$ cat src/rtl/rn_pkg.sv
// Shared constants and types for the rename stage.
// Assumes: nothing; holds default sizes and the mode encoding only.
package rn_pkg;
    localparam int RN_INT_REGS   = 8;
    localparam int RN_ARCH_REGS  = 12;
    localparam int RN_PHYS_REGS  = 20;
    localparam int RN_HIST_DEPTH = 8;
    localparam int RN_SEQ_W      = 8;

    typedef enum logic {
        RN_RUN  = 1'b0,
        RN_UNDO = 1'b1
    } rn_mode_e;
endpackage

$ cat src/rtl/rn_flatten.sv
// Maps an architectural index to its flattened form.
// Integer indices (below INT_REGS) are rotated by the window offset modulo
// INT_REGS; all other indices pass through.
// Assumes: ofs < INT_REGS and INT_REGS <= 2**AW.
module rn_flatten #(
    parameter int INT_REGS = 8,
    parameter int AW       = 4,
    parameter int OW       = 3
) (
    input  logic [AW-1:0] arch_in,
    input  logic [OW-1:0] ofs,
    output logic [AW-1:0] flat_out
);
    localparam int SW = AW + 1;

    logic [SW-1:0] sum;

    // Rotate integer indices inside the window; leave others alone.
    always_comb begin
        sum = SW'(arch_in) + SW'(ofs);
        if (sum >= SW'(INT_REGS)) sum = sum - SW'(INT_REGS);
        if (int'(arch_in) < INT_REGS) flat_out = sum[AW-1:0];
        else                          flat_out = arch_in;
    end
endmodule

$ cat src/rtl/rn_free_list.sv
// FIFO of free physical registers.
// After reset it holds ARCH_REGS..PHYS_REGS-1 in ascending order.
// Assumes: at most one push and one pop per cycle; the caller never pops
// an empty list and never pushes a full one.
module rn_free_list #(
    parameter int PHYS_REGS = 20,
    parameter int ARCH_REGS = 12,
    parameter int PW        = 5
) (
    input  logic          clk,
    input  logic          rst_n,
    input  logic          pop,
    input  logic          push,
    input  logic [PW-1:0] push_preg,
    output logic [PW-1:0] head_preg,
    output logic          empty,
    output logic          full
);
    localparam int FREE_N = PHYS_REGS - ARCH_REGS;
    localparam int IW     = (FREE_N > 1) ? $clog2(FREE_N) : 1;
    localparam int CW     = $clog2(FREE_N + 1);

    logic [PW-1:0] slot_q [FREE_N];
    logic [IW-1:0] rd_q, wr_q;
    logic [CW-1:0] cnt_q;

    function automatic logic [IW-1:0] step(input logic [IW-1:0] p);
        return (p == IW'(FREE_N - 1)) ? '0 : p + 1'b1;
    endfunction

    // Hold the queue pointers, the count and the slot storage.
    always_ff @(posedge clk) begin
        if (!rst_n) begin
            for (int i = 0; i < FREE_N; i++) slot_q[i] <= PW'(ARCH_REGS + i);
            rd_q  <= '0;
            wr_q  <= '0;
            cnt_q <= CW'(FREE_N);
        end else begin
            if (push) begin
                slot_q[wr_q] <= push_preg;
                wr_q         <= step(wr_q);
            end
            if (pop) rd_q <= step(rd_q);
            cnt_q <= cnt_q + CW'(push) - CW'(pop);
        end
    end

    assign head_preg = slot_q[rd_q];
    assign empty     = (cnt_q == '0);
    assign full      = (cnt_q == CW'(FREE_N));


    fl_underflow_chk: assert property (@(posedge clk) disable iff (!rst_n)
        pop |-> !empty);

    fl_overflow_chk: assert property (@(posedge clk) disable iff (!rst_n)
        push |-> !full);
endmodule

$ cat src/rtl/rn_hist_buf.sv
// Circular rename history: pushes at the young end, retires from the
// old end on commit and pops from the young end on squash.
// Assumes: push and pop_young never in the same cycle; the caller never
// pushes when full and never pops when empty.
module rn_hist_buf #(
    parameter int DEPTH = 8,
    parameter int SEQ_W = 8,
    parameter int AW    = 4,
    parameter int PW    = 5
) (
    input  logic             clk,
    input  logic             rst_n,
    input  logic             push,
    input  logic [SEQ_W-1:0] push_seq,
    input  logic [AW-1:0]    push_arch,
    input  logic [PW-1:0]    push_new,
    input  logic [PW-1:0]    push_prev,
    input  logic             pop_old,
    input  logic             pop_young,
    output logic [SEQ_W-1:0] old_seq,
    output logic [PW-1:0]    old_prev,
    output logic [SEQ_W-1:0] young_seq,
    output logic [AW-1:0]    young_arch,
    output logic [PW-1:0]    young_new,
    output logic [PW-1:0]    young_prev,
    output logic             empty,
    output logic             full
);
    localparam int IW = (DEPTH > 1) ? $clog2(DEPTH) : 1;
    localparam int CW = $clog2(DEPTH + 1);

    logic [SEQ_W-1:0] seq_q  [DEPTH];
    logic [AW-1:0]    arch_q [DEPTH];
    logic [PW-1:0]    new_q  [DEPTH];
    logic [PW-1:0]    prev_q [DEPTH];
    logic [IW-1:0]    head_q;
    logic [CW-1:0]    cnt_q;
    logic [IW-1:0]    tail_idx, young_idx, head_nxt;

    // Work out the slot positions relative to the old end.
    always_comb begin
        tail_idx  = IW'((int'(head_q) + int'(cnt_q)) % DEPTH);
        young_idx = IW'((int'(head_q) + int'(cnt_q) + DEPTH - 1) % DEPTH);
        head_nxt  = IW'((int'(head_q) + 1) % DEPTH);
    end

    // Write new entries and move the old end and the count.
    always_ff @(posedge clk) begin
        if (!rst_n) begin
            head_q <= '0;
            cnt_q  <= '0;
        end else begin
            if (push) begin
                seq_q[tail_idx]  <= push_seq;
                arch_q[tail_idx] <= push_arch;
                new_q[tail_idx]  <= push_new;
                prev_q[tail_idx] <= push_prev;
            end
            if (pop_old) head_q <= head_nxt;
            cnt_q <= cnt_q + CW'(push) - CW'(pop_old) - CW'(pop_young);
        end
    end

    assign old_seq    = seq_q[head_q];
    assign old_prev   = prev_q[head_q];
    assign young_seq  = seq_q[young_idx];
    assign young_arch = arch_q[young_idx];
    assign young_new  = new_q[young_idx];
    assign young_prev = prev_q[young_idx];
    assign empty      = (cnt_q == '0);
    assign full       = (cnt_q == CW'(DEPTH));


    hb_overflow_chk: assert property (@(posedge clk) disable iff (!rst_n)
        push |-> !full);

    hb_underflow_chk: assert property (@(posedge clk) disable iff (!rst_n)
        (pop_young || pop_old) |-> !empty);
endmodule

$ cat src/rtl/rn_rename_top.sv
// Single-wide rename stage: flattening, map lookup, scoreboard readiness,
// destination allocation, history push, commit retire and squash undo.
// Assumes: input indices < ARCH_REGS, win_ofs < INT_REGS, sequence numbers
// rise monotonically and do not wrap while they sit in the history.
module rn_rename_top #(
    parameter int INT_REGS   = rn_pkg::RN_INT_REGS,
    parameter int ARCH_REGS  = rn_pkg::RN_ARCH_REGS,
    parameter int PHYS_REGS  = rn_pkg::RN_PHYS_REGS,
    parameter int HIST_DEPTH = rn_pkg::RN_HIST_DEPTH,
    parameter int SEQ_W      = rn_pkg::RN_SEQ_W,
    parameter int AW         = $clog2(ARCH_REGS),
    parameter int PW         = $clog2(PHYS_REGS),
    parameter int OW         = $clog2(INT_REGS)
) (
    input  logic             clk,
    input  logic             rst_n,
    input  logic [OW-1:0]    win_ofs,
    input  logic             ren_valid,
    input  logic [SEQ_W-1:0] ren_seq,
    input  logic [AW-1:0]    src0_arch,
    input  logic [AW-1:0]    src1_arch,
    input  logic             dst_valid,
    input  logic [AW-1:0]    dst_arch,
    output logic             ren_ready,
    output logic [PW-1:0]    src0_preg,
    output logic             src0_rdy,
    output logic [PW-1:0]    src1_preg,
    output logic             src1_rdy,
    output logic [PW-1:0]    dst_preg,
    output logic [PW-1:0]    dst_old_preg,
    input  logic             wb_valid,
    input  logic [PW-1:0]    wb_preg,
    input  logic             cmt_valid,
    input  logic [SEQ_W-1:0] cmt_seq,
    input  logic             sq_valid,
    input  logic [SEQ_W-1:0] sq_seq
);
    import rn_pkg::*;

    localparam int N_OPS = 3;

    logic [PW-1:0]    map_q [ARCH_REGS];
    logic [PHYS_REGS-1:0] sb_q;
    rn_mode_e         mode_q;
    logic [SEQ_W-1:0] sq_lim_q;
    logic [SEQ_W-1:0] cmt_lim_q;
    logic             cmt_has_q;

    logic [AW-1:0]    raw_idx  [N_OPS];
    logic [AW-1:0]    flat_idx [N_OPS];

    logic             fl_empty, fl_full, fl_push;
    logic [PW-1:0]    fl_head, fl_push_preg;
    logic [SEQ_W-1:0] hb_o_seq, hb_y_seq;
    logic [AW-1:0]    hb_y_arch;
    logic [PW-1:0]    hb_o_prev, hb_y_new, hb_y_prev;
    logic             hb_empty, hb_full;
    logic             fire, alloc, retire, undo_pop;

    assign raw_idx[0] = src0_arch;
    assign raw_idx[1] = src1_arch;
    assign raw_idx[2] = dst_arch;

    // One flattener per operand slot.
    for (genvar g = 0; g < N_OPS; g++) begin : g_flat
        rn_flatten #(.INT_REGS(INT_REGS), .AW(AW), .OW(OW)) u_flat (
            .arch_in  (raw_idx[g]),
            .ofs      (win_ofs),
            .flat_out (flat_idx[g])
        );
    end

    // Decide what happens this cycle: rename, retire or undo.
    always_comb begin
        ren_ready = (mode_q == RN_RUN) && !fl_empty && !hb_full;
        fire      = ren_valid && ren_ready;
        alloc     = fire && dst_valid;
        retire    = (mode_q == RN_RUN) && cmt_has_q && !hb_empty &&
                    (hb_o_seq <= cmt_lim_q);
        undo_pop  = (mode_q == RN_UNDO) && !hb_empty && (hb_y_seq > sq_lim_q);
        fl_push      = retire || undo_pop;
        fl_push_preg = retire ? hb_o_prev : hb_y_new;
    end

    // Read the map and scoreboard for the operands.
    always_comb begin
        src0_preg    = map_q[flat_idx[0]];
        src1_preg    = map_q[flat_idx[1]];
        src0_rdy     = sb_q[src0_preg];
        src1_rdy     = sb_q[src1_preg];
        dst_preg     = fl_head;
        dst_old_preg = map_q[flat_idx[2]];
    end

    // Update the map on allocation or restore it on undo.
    always_ff @(posedge clk) begin
        if (!rst_n) begin
            for (int i = 0; i < ARCH_REGS; i++) map_q[i] <= PW'(i);
        end else if (alloc) begin
            map_q[flat_idx[2]] <= fl_head;
        end else if (undo_pop) begin
            map_q[hb_y_arch] <= hb_y_prev;
        end
    end

    // Set ready bits on writeback; clear the bit of a new allocation.
    always_ff @(posedge clk) begin
        if (!rst_n) begin
            sb_q <= '1;
        end else begin
            if (wb_valid) sb_q[wb_preg] <= 1'b1;
            if (alloc)    sb_q[fl_head] <= 1'b0;
        end
    end

    // Track undo mode and its limit, and the commit limit.
    always_ff @(posedge clk) begin
        if (!rst_n) begin
            mode_q    <= RN_RUN;
            sq_lim_q  <= '0;
            cmt_lim_q <= '0;
            cmt_has_q <= 1'b0;
        end else begin
            if (sq_valid) begin
                mode_q   <= RN_UNDO;
                sq_lim_q <= sq_seq;
            end else if (mode_q == RN_UNDO && !undo_pop) begin
                mode_q <= RN_RUN;
            end
            if (cmt_valid) begin
                cmt_lim_q <= cmt_seq;
                cmt_has_q <= 1'b1;
            end
        end
    end

    rn_free_list #(.PHYS_REGS(PHYS_REGS), .ARCH_REGS(ARCH_REGS), .PW(PW)) u_free (
        .clk       (clk),
        .rst_n     (rst_n),
        .pop       (alloc),
        .push      (fl_push),
        .push_preg (fl_push_preg),
        .head_preg (fl_head),
        .empty     (fl_empty),
        .full      (fl_full)
    );

    rn_hist_buf #(.DEPTH(HIST_DEPTH), .SEQ_W(SEQ_W), .AW(AW), .PW(PW)) u_hist (
        .clk        (clk),
        .rst_n      (rst_n),
        .push       (alloc),
        .push_seq   (ren_seq),
        .push_arch  (flat_idx[2]),
        .push_new   (fl_head),
        .push_prev  (dst_old_preg),
        .pop_old    (retire),
        .pop_young  (undo_pop),
        .old_seq    (hb_o_seq),
        .old_prev   (hb_o_prev),
        .young_seq  (hb_y_seq),
        .young_arch (hb_y_arch),
        .young_new  (hb_y_new),
        .young_prev (hb_y_prev),
        .empty      (hb_empty),
        .full       (hb_full)
    );


    alloc_clears_rdy_chk: assert property (@(posedge clk) disable iff (!rst_n)
        alloc |=> !sb_q[$past(fl_head)]);

    wb_sets_rdy_chk: assert property (@(posedge clk) disable iff (!rst_n)
        (wb_valid && !(alloc && fl_head == wb_preg)) |=> sb_q[$past(wb_preg)]);

    fresh_reg_chk: assert property (@(posedge clk) disable iff (!rst_n)
        alloc |-> (dst_preg != dst_old_preg));

    undo_restore_chk: assert property (@(posedge clk) disable iff (!rst_n)
        undo_pop |=> (map_q[$past(hb_y_arch)] == $past(hb_y_prev)));

    retire_no_undo_chk: assert property (@(posedge clk) disable iff (!rst_n)
        retire |-> !undo_pop);
endmodule

$ cat config.mk
export PLATFORM = sky130hd
export DESIGN_NAME = rn_rename_top
export DESIGN_NICKNAME = d
export VERILOG_FILES = /design/src/rtl/rn_pkg.sv /design/src/rtl/rn_flatten.sv /design/src/rtl/rn_free_list.sv /design/src/rtl/rn_hist_buf.sv /design/src/rtl/rn_rename_top.sv
export SDC_FILE = /design/constraint.sdc
export NUM_CORES = 1
export LEC_CHECK = 0
export ABC_AREA = 1
export BUFFER_PORTS_ARGS = -buffer_cell sky130_fd_sc_hd__buf_2
export CELL_PAD_IN_SITES_DETAIL_PLACEMENT = 0
export CELL_PAD_IN_SITES_GLOBAL_PLACEMENT = 2
export CORE_ASPECT_RATIO = 1.5
export CORE_MARGIN = 1
export CORE_UTILIZATION = 30
export DETAILED_ROUTE_END_ITERATION = 8
export HOLD_SLACK_MARGIN = 0.03
export PLACE_DENSITY = 0.66
export SYNTH_ARGS = -nofsm -noshare
export SYNTH_HDL_FRONTEND = slang
export SYNTH_SLANG_ARGS = --single-unit
$ cat constraint.sdc
create_clock -name clk -period 5.4 [get_ports clk]
set_input_delay 0.81 -clock clk [delete_from_list [all_inputs] [get_ports clk]]
set_output_delay 0.81 -clock clk [all_outputs]
set_load 0.005 [all_outputs]
# Yosys cells after proc, flatten, opt, wreduce, memory -nomap -nowiden

Memories as Yosys holds them, arrays and structs flattened. A register that Yosys moved wholly into a read port is not among the register bits.
Cells that the tools add are included.

Register bits: 55
Memories kept: 6
Output and inout bits: 23
Bits of input ports: 51
Memory bits (writable): 276

Memories:

| memory        | depth | width | read ports | clocked after Yosys merged registers in | write ports | line                | text |
|---|---|---|---|---|---|---|---|
| u_hist.seq_q  | 8     | 8     | 2          | 1                                       | 1           | rn_hist_buf.sv:32   | `logic [SEQ_W-1:0] seq_q [DEPTH];` |
| map_q         | 12    | 5     | 3          | 0                                       | 12          | rn_rename_top.sv:42 | `logic [PW-1:0] map_q [ARCH_REGS];` |
| u_free.slot_q | 8     | 5     | 1          | 1                                       | 8           | rn_free_list.sv:23  | `logic [PW-1:0] slot_q [FREE_N];` |
| u_hist.new_q  | 8     | 5     | 1          | 0                                       | 1           | rn_hist_buf.sv:34   | `logic [PW-1:0] new_q [DEPTH];` |
| u_hist.prev_q | 8     | 5     | 2          | 1                                       | 1           | rn_hist_buf.sv:35   | `logic [PW-1:0] prev_q [DEPTH];` |
| u_hist.arch_q | 8     | 4     | 1          | 0                                       | 1           | rn_hist_buf.sv:33   | `logic [AW-1:0] arch_q [DEPTH];` |

Bitwise operators: 4
Reductions and logical operators: 23
Eq/ne operators: 3
Add/subtract/negate cells: 17
Order comparisons: 14
Mux-type cells: 48

Operator list:

| kind                                                                                 | number |
|---|---|
| 20-bit two-way mux                                                                   | 3 |
| 4-bit two-way mux                                                                    | 8 |
| 3-bit two-way mux                                                                    | 9 |
| 5-bit by 6-bit < comparator with 1-bit output (second input constant)                | 4 |
| 20-bit bitwise AND                                                                   | 1 |
| 1-bit two-way mux                                                                    | 20 |
| 5-bit two-way mux                                                                    | 4 |
| 20-bit NOT                                                                           | 1 |
| 20-bit OR                                                                            | 1 |
| 4-bit by 3-bit adder with 5-bit output                                               | 3 |
| 5-bit by 4-bit greater-or-equal comparator with 1-bit output (second input constant) | 3 |
| 5-bit OR reduction                                                                   | 3 |
| 3-bit by 1-bit adder with 3-bit output (second input constant)                       | 4 |
| 1-bit logical AND                                                                    | 12 |
| 4-bit < comparator (second input constant)                                           | 3 |
| 4-bit by 1-bit subtractor with 4-bit output                                          | 3 |
| 4-bit subtractor (second input constant)                                             | 3 |
| 1-bit binary-select mux with 5-bit select                                            | 2 |
| 1-bit demux with 5-bit select                                                        | 2 |
| 5-bit by 1-bit greater-or-equal comparator with 1-bit output (second input constant) | 2 |
| 4-bit by 1-bit adder with 4-bit output                                               | 2 |
| 8-bit > comparator                                                                   | 1 |
| 8-bit <= comparator                                                                  | 1 |
| 4-bit logical NOT                                                                    | 2 |
| other kinds (8)                                                                      | 12 |

# Depth between registers and ports, before layout

Depth in word-level cells: 12
Gate-level depth with buffers: 29

# Modules after synthesis

A second synthesis with hierarchy kept.

Cell total of the unflattened synthesis: 2340
Area, all modules: 19677.6 µm²

Modules (own cells, without submodules):

| module        | cells each | sequential area each (µm²) | area each (µm²) | times used |
|---|---|---|---|---|
| rn_hist_buf   | 889        | 5485.3                     | 8941.1          | 1 |
| rn_rename_top | 1079       | 3163.0                     | 7718.7          | 1 |
| rn_free_list  | 318        | 1461.4                     | 2695.1          | 1 |
| rn_flatten    | 18         | 0.0                        | 107.6           | 3 |

# Worst setup path before layout

OpenSTA, ideal clock, no wires.

Path type: register to register
From: reg u_hist.head_q[0]
To: mem map_q[3][0] (enable)
Stages on the path, launching flop included: 24
Library setup time: 0.374 ns
Clock period less this slack: 4.721 ns
Arrival: 4.347 ns
Data required time: 5.026 ns
Slack: 0.679 ns
Cell sequence: dfxtp_1 -> ha_1 -> inv_1 -> fa_1 -> inv_1 -> nand2_1 -> inv_2 -> buf_2 -> buf_2 -> buf_2 -> a221oi_1 -> nand2_1 -> o31ai_1 -> ha_1 -> nand2_1 -> nor2_1 -> a211oi_1 -> nand3_2 -> clkinv_1 -> buf_2 -> o21ai_2 -> inv_4 -> nand2_4 -> o21ai_0

RTL lines:

| item                     | line                | text |
|---|---|---|
| start: declaration       | rn_hist_buf.sv:36   | `logic [IW-1:0] head_q;` |
| start signal: assignment | rn_hist_buf.sv:59   | `if (pop_old) head_q <= head_nxt;` |
| end: declaration         | rn_rename_top.sv:42 |  |

==> flow_summary.ini <==
[critical_path]
critPathMaxFanout = 17
endpoint_kind = flip-flop
launch_point_of_the_critical_path = u_hist.head_q[0]
cp_data_arrival_time_ps = 5130
reg2reg_from = u_hist.head_q[0]
worst-endpoint-required_ps = 5600
path_class = reg2reg
worst_setup_path_start_kind = flip-flop
r2r_slack_ps = 470

[clock_tree]
cts_num_sinks = 357
clock_path_buffers = 3
cts.clk_slew.worst_paths_ps = 60
clock_latency_ps = 570
cts_max_level = 2
cts_tree = yes
cts_hold_fix_bufs = 0
cts_buffers = 40
clk_root_buffer_cell = clkbuf_16

[grt]
first_global_vias = 15463
pin_count_of_the_biggest_net_entering_global_routing = 76
globalRoute.totalOverflow = 0
number_of_antenna_violations_at_the_first_check_in_global_routing = 2
grt_first_pass_wirelength_um = 98930
global_route.usage.total_pct = 21.36

[outcome]
outcome = completed

[place]
gp_congestion = 0.8472
detailed_place.area_mm2 = 0.02009
place.port_buffers = 73
dp_hpwl_um = 46870
count_of_placed_standard_cells_including_taps = 2897

[logic_synthesis]
synth_seq_area_share_pct = 54.35
yosysWarnings = 0
syn_area_per_cell_um2 = 9.051
post_synth_inst_count = 2055
async_flop_share_pct = 0
mapped_nets = 2152
syn-cell-area_mm2 = 0.01860
synthFlopType = edfxtp_1
postSynthRegisterBits = 357
netlist-cell-type-count = 49
synth_edf_count = 296

[power]
ir_drop_uv = 216.2
p_leak_nw = 8.143
power_density_mw_per_mm2 = 428.4

[floorplanning]
io-pin-count = 74
floorplan.core_area_mm2 = 0.06125
die_width_um = 205.3
floorplan.initialDensity_pct = 30.37
floorplan.rows = 111
dieArea_mm2 = 0.06302
die_height_um = 307.0

[layout]
stdcell_count = 2972
share_of_final_layout_standard_cells_stronger_than_drive_strength_1_pct = 14.12
num-fill-cells = 6293
final_net_count = 2246
diodes = 0
flow.area_growth_from_synthesis_pct = 15.49
leading_cell_types_in_the_layout_fill_and_taps_excluded = 461 x nand2_1, 296 x edfxtp_1, 224 x nand3_1
postLayoutCellArea_mm2 = 0.02148
mostFrequentLayoutCell = nand2_1
final_core_util_pct = 35.07

[hold_path]
holdCritPathClass = reg2reg
min_delay_startpoint = cmt_has_q

[job]
timing.max_cap.violations = 0

[sta]
worstMarginPinSlew_ps = 1069
worst_clock_skew_ps = 25.70
grt_setup_unrepaired = no
worst_slew_margin_rel_pct = 28.28
tns_ps = 0
clock.fmax_mhz = 202.8
finalMaxSlewViolations = 0
finalSetupViolCount = 0
layout_min_cycle_time_ps = 4932
min_period_over_period_pct = 91.33
finalHoldViolations = 0

[route]
detailroute.via_count = 15401
drc = 0
ant_nets = 0
wire_per_inst_um = 22.23
drt-vias-per-instance = 5.182
route.final.wire_length_um = 66080
first_iter_violations = 1054
drt-pass1-iter-count = 7
==> worst max-delay path, cell delays in order (launching register included) <==
cell and delay (ps):
dfxtp_1 400, ha_1 170, inv_1 40, fa_1 530
nand2_1 540, o22ai_1 150, a221oi_1 300, nand2_1 90
o31ai_1 80, ha_1 280, a21oi_1 160, o21ai_1 70
nand3_1 70, o211ai_1 120, nand3_2 100, buf_4 220
clkinv_1 230, nand2_1 160, o21ai_2 120, inv_4 160
nand2_4 150, o21ai_1 430
==> report_power, final <==
group          switching (W)  internal, W  total, W
registers          0.0000864      0.00319   0.00328
clock network        0.00117      0.00164   0.00280
logic                0.00219     0.000934   0.00312
==> cells by family after synthesis <==
family,count (synthesis),synth area share [%]
compound gates,398,12.83
simple gates,952,22.36
xor+xnor,6,0.3229
fa+ha+maj,46,3.377
buf+inv,296,6.754
flops,357,54.35
==> area by class of cell <==
class / count / area (um2) / share of cell area, %
Clock buffer: 52 / 1131 / 5.265
Clock inverter: 22 / 211.5 / 0.9843
Inverter: 189 / 716.9 / 3.337
Multi-Input combinational cell: 1402 / 7311 / 34.03
Sequential cell: 357 / 10110 / 47.07
Tap cell: 791 / 989.7 / 4.607
Timing Repair Buffer: 159 / 1011 / 4.706
==> sequential cells by signal, indices dropped and copies added (netlist names), 8 cells and up, named ones only <==
name and cells:
u_hist.arch_q 32, cmt_lim_q 8, map_q 80, u_hist.seq_q 64
sb_q 20, u_hist.prev_q 40, sq_lim_q 8, u_hist.new_q 40
u_free.slot_q 40
==> metal layers <==
layer  part of all wire [%]  track usage, %
met2                     53           39.75
met4                    4.8           10.34
met3                    4.1           2.342
met5                      0               0
met1                     38           23.81
==> through the flow <==
step           setup slack (ps)  total power [W]  hold slack [ps]
4_1_cts                   131.4         0.009310            428.5
3_3_place_gp              300.7         0.006470            454.3
2_1_floorplan             678.9         0.005241            432.8
5_1_grt                   70.58         0.009738            467.7
6_report                  468.2         0.009202            461.4
3_5_place_dp              169.0         0.006485            456.8
==> final timing paths <==
path                               endpoint  depth (start not counted)
worst max-delay path            map_q[9][2]                         21
worst min-delay path              cmt_has_q                          2
worst max register to register  map_q[9][2]                         21
worst min register to register    cmt_has_q                          2
==> what timing repair did <==
item                                    CTS  global route
gates resized for setup                   0            14
endpoints found under the setup margin    0            85
setup buffers                             0             1
endpoints found under the hold margin     0             0
==> synthesized netlist by cell type (all sizes together), types with 10 or more instances <==
cell type / instances / area, um2
nor2: 189 / 726.9
nor3: 40 / 295.3
inv: 185 / 699.4
nand2: 476 / 1837
nand4: 10 / 62.56
buf: 53 / 339.1
a221oi: 14 / 122.6
o22ai: 46 / 287.8
a21oi: 54 / 270.3
clkbuf: 54 / 202.7
dfxtp: 61 / 1221
o32ai: 10 / 87.58
o2111ai: 10 / 87.58
o21ai: 201 / 1051
ha: 39 / 488.0
edfxtp: 296 / 8889
o211ai: 24 / 180.2
nand3: 233 / 1211
Note: power is estimated with default switching activity, not from simulation.
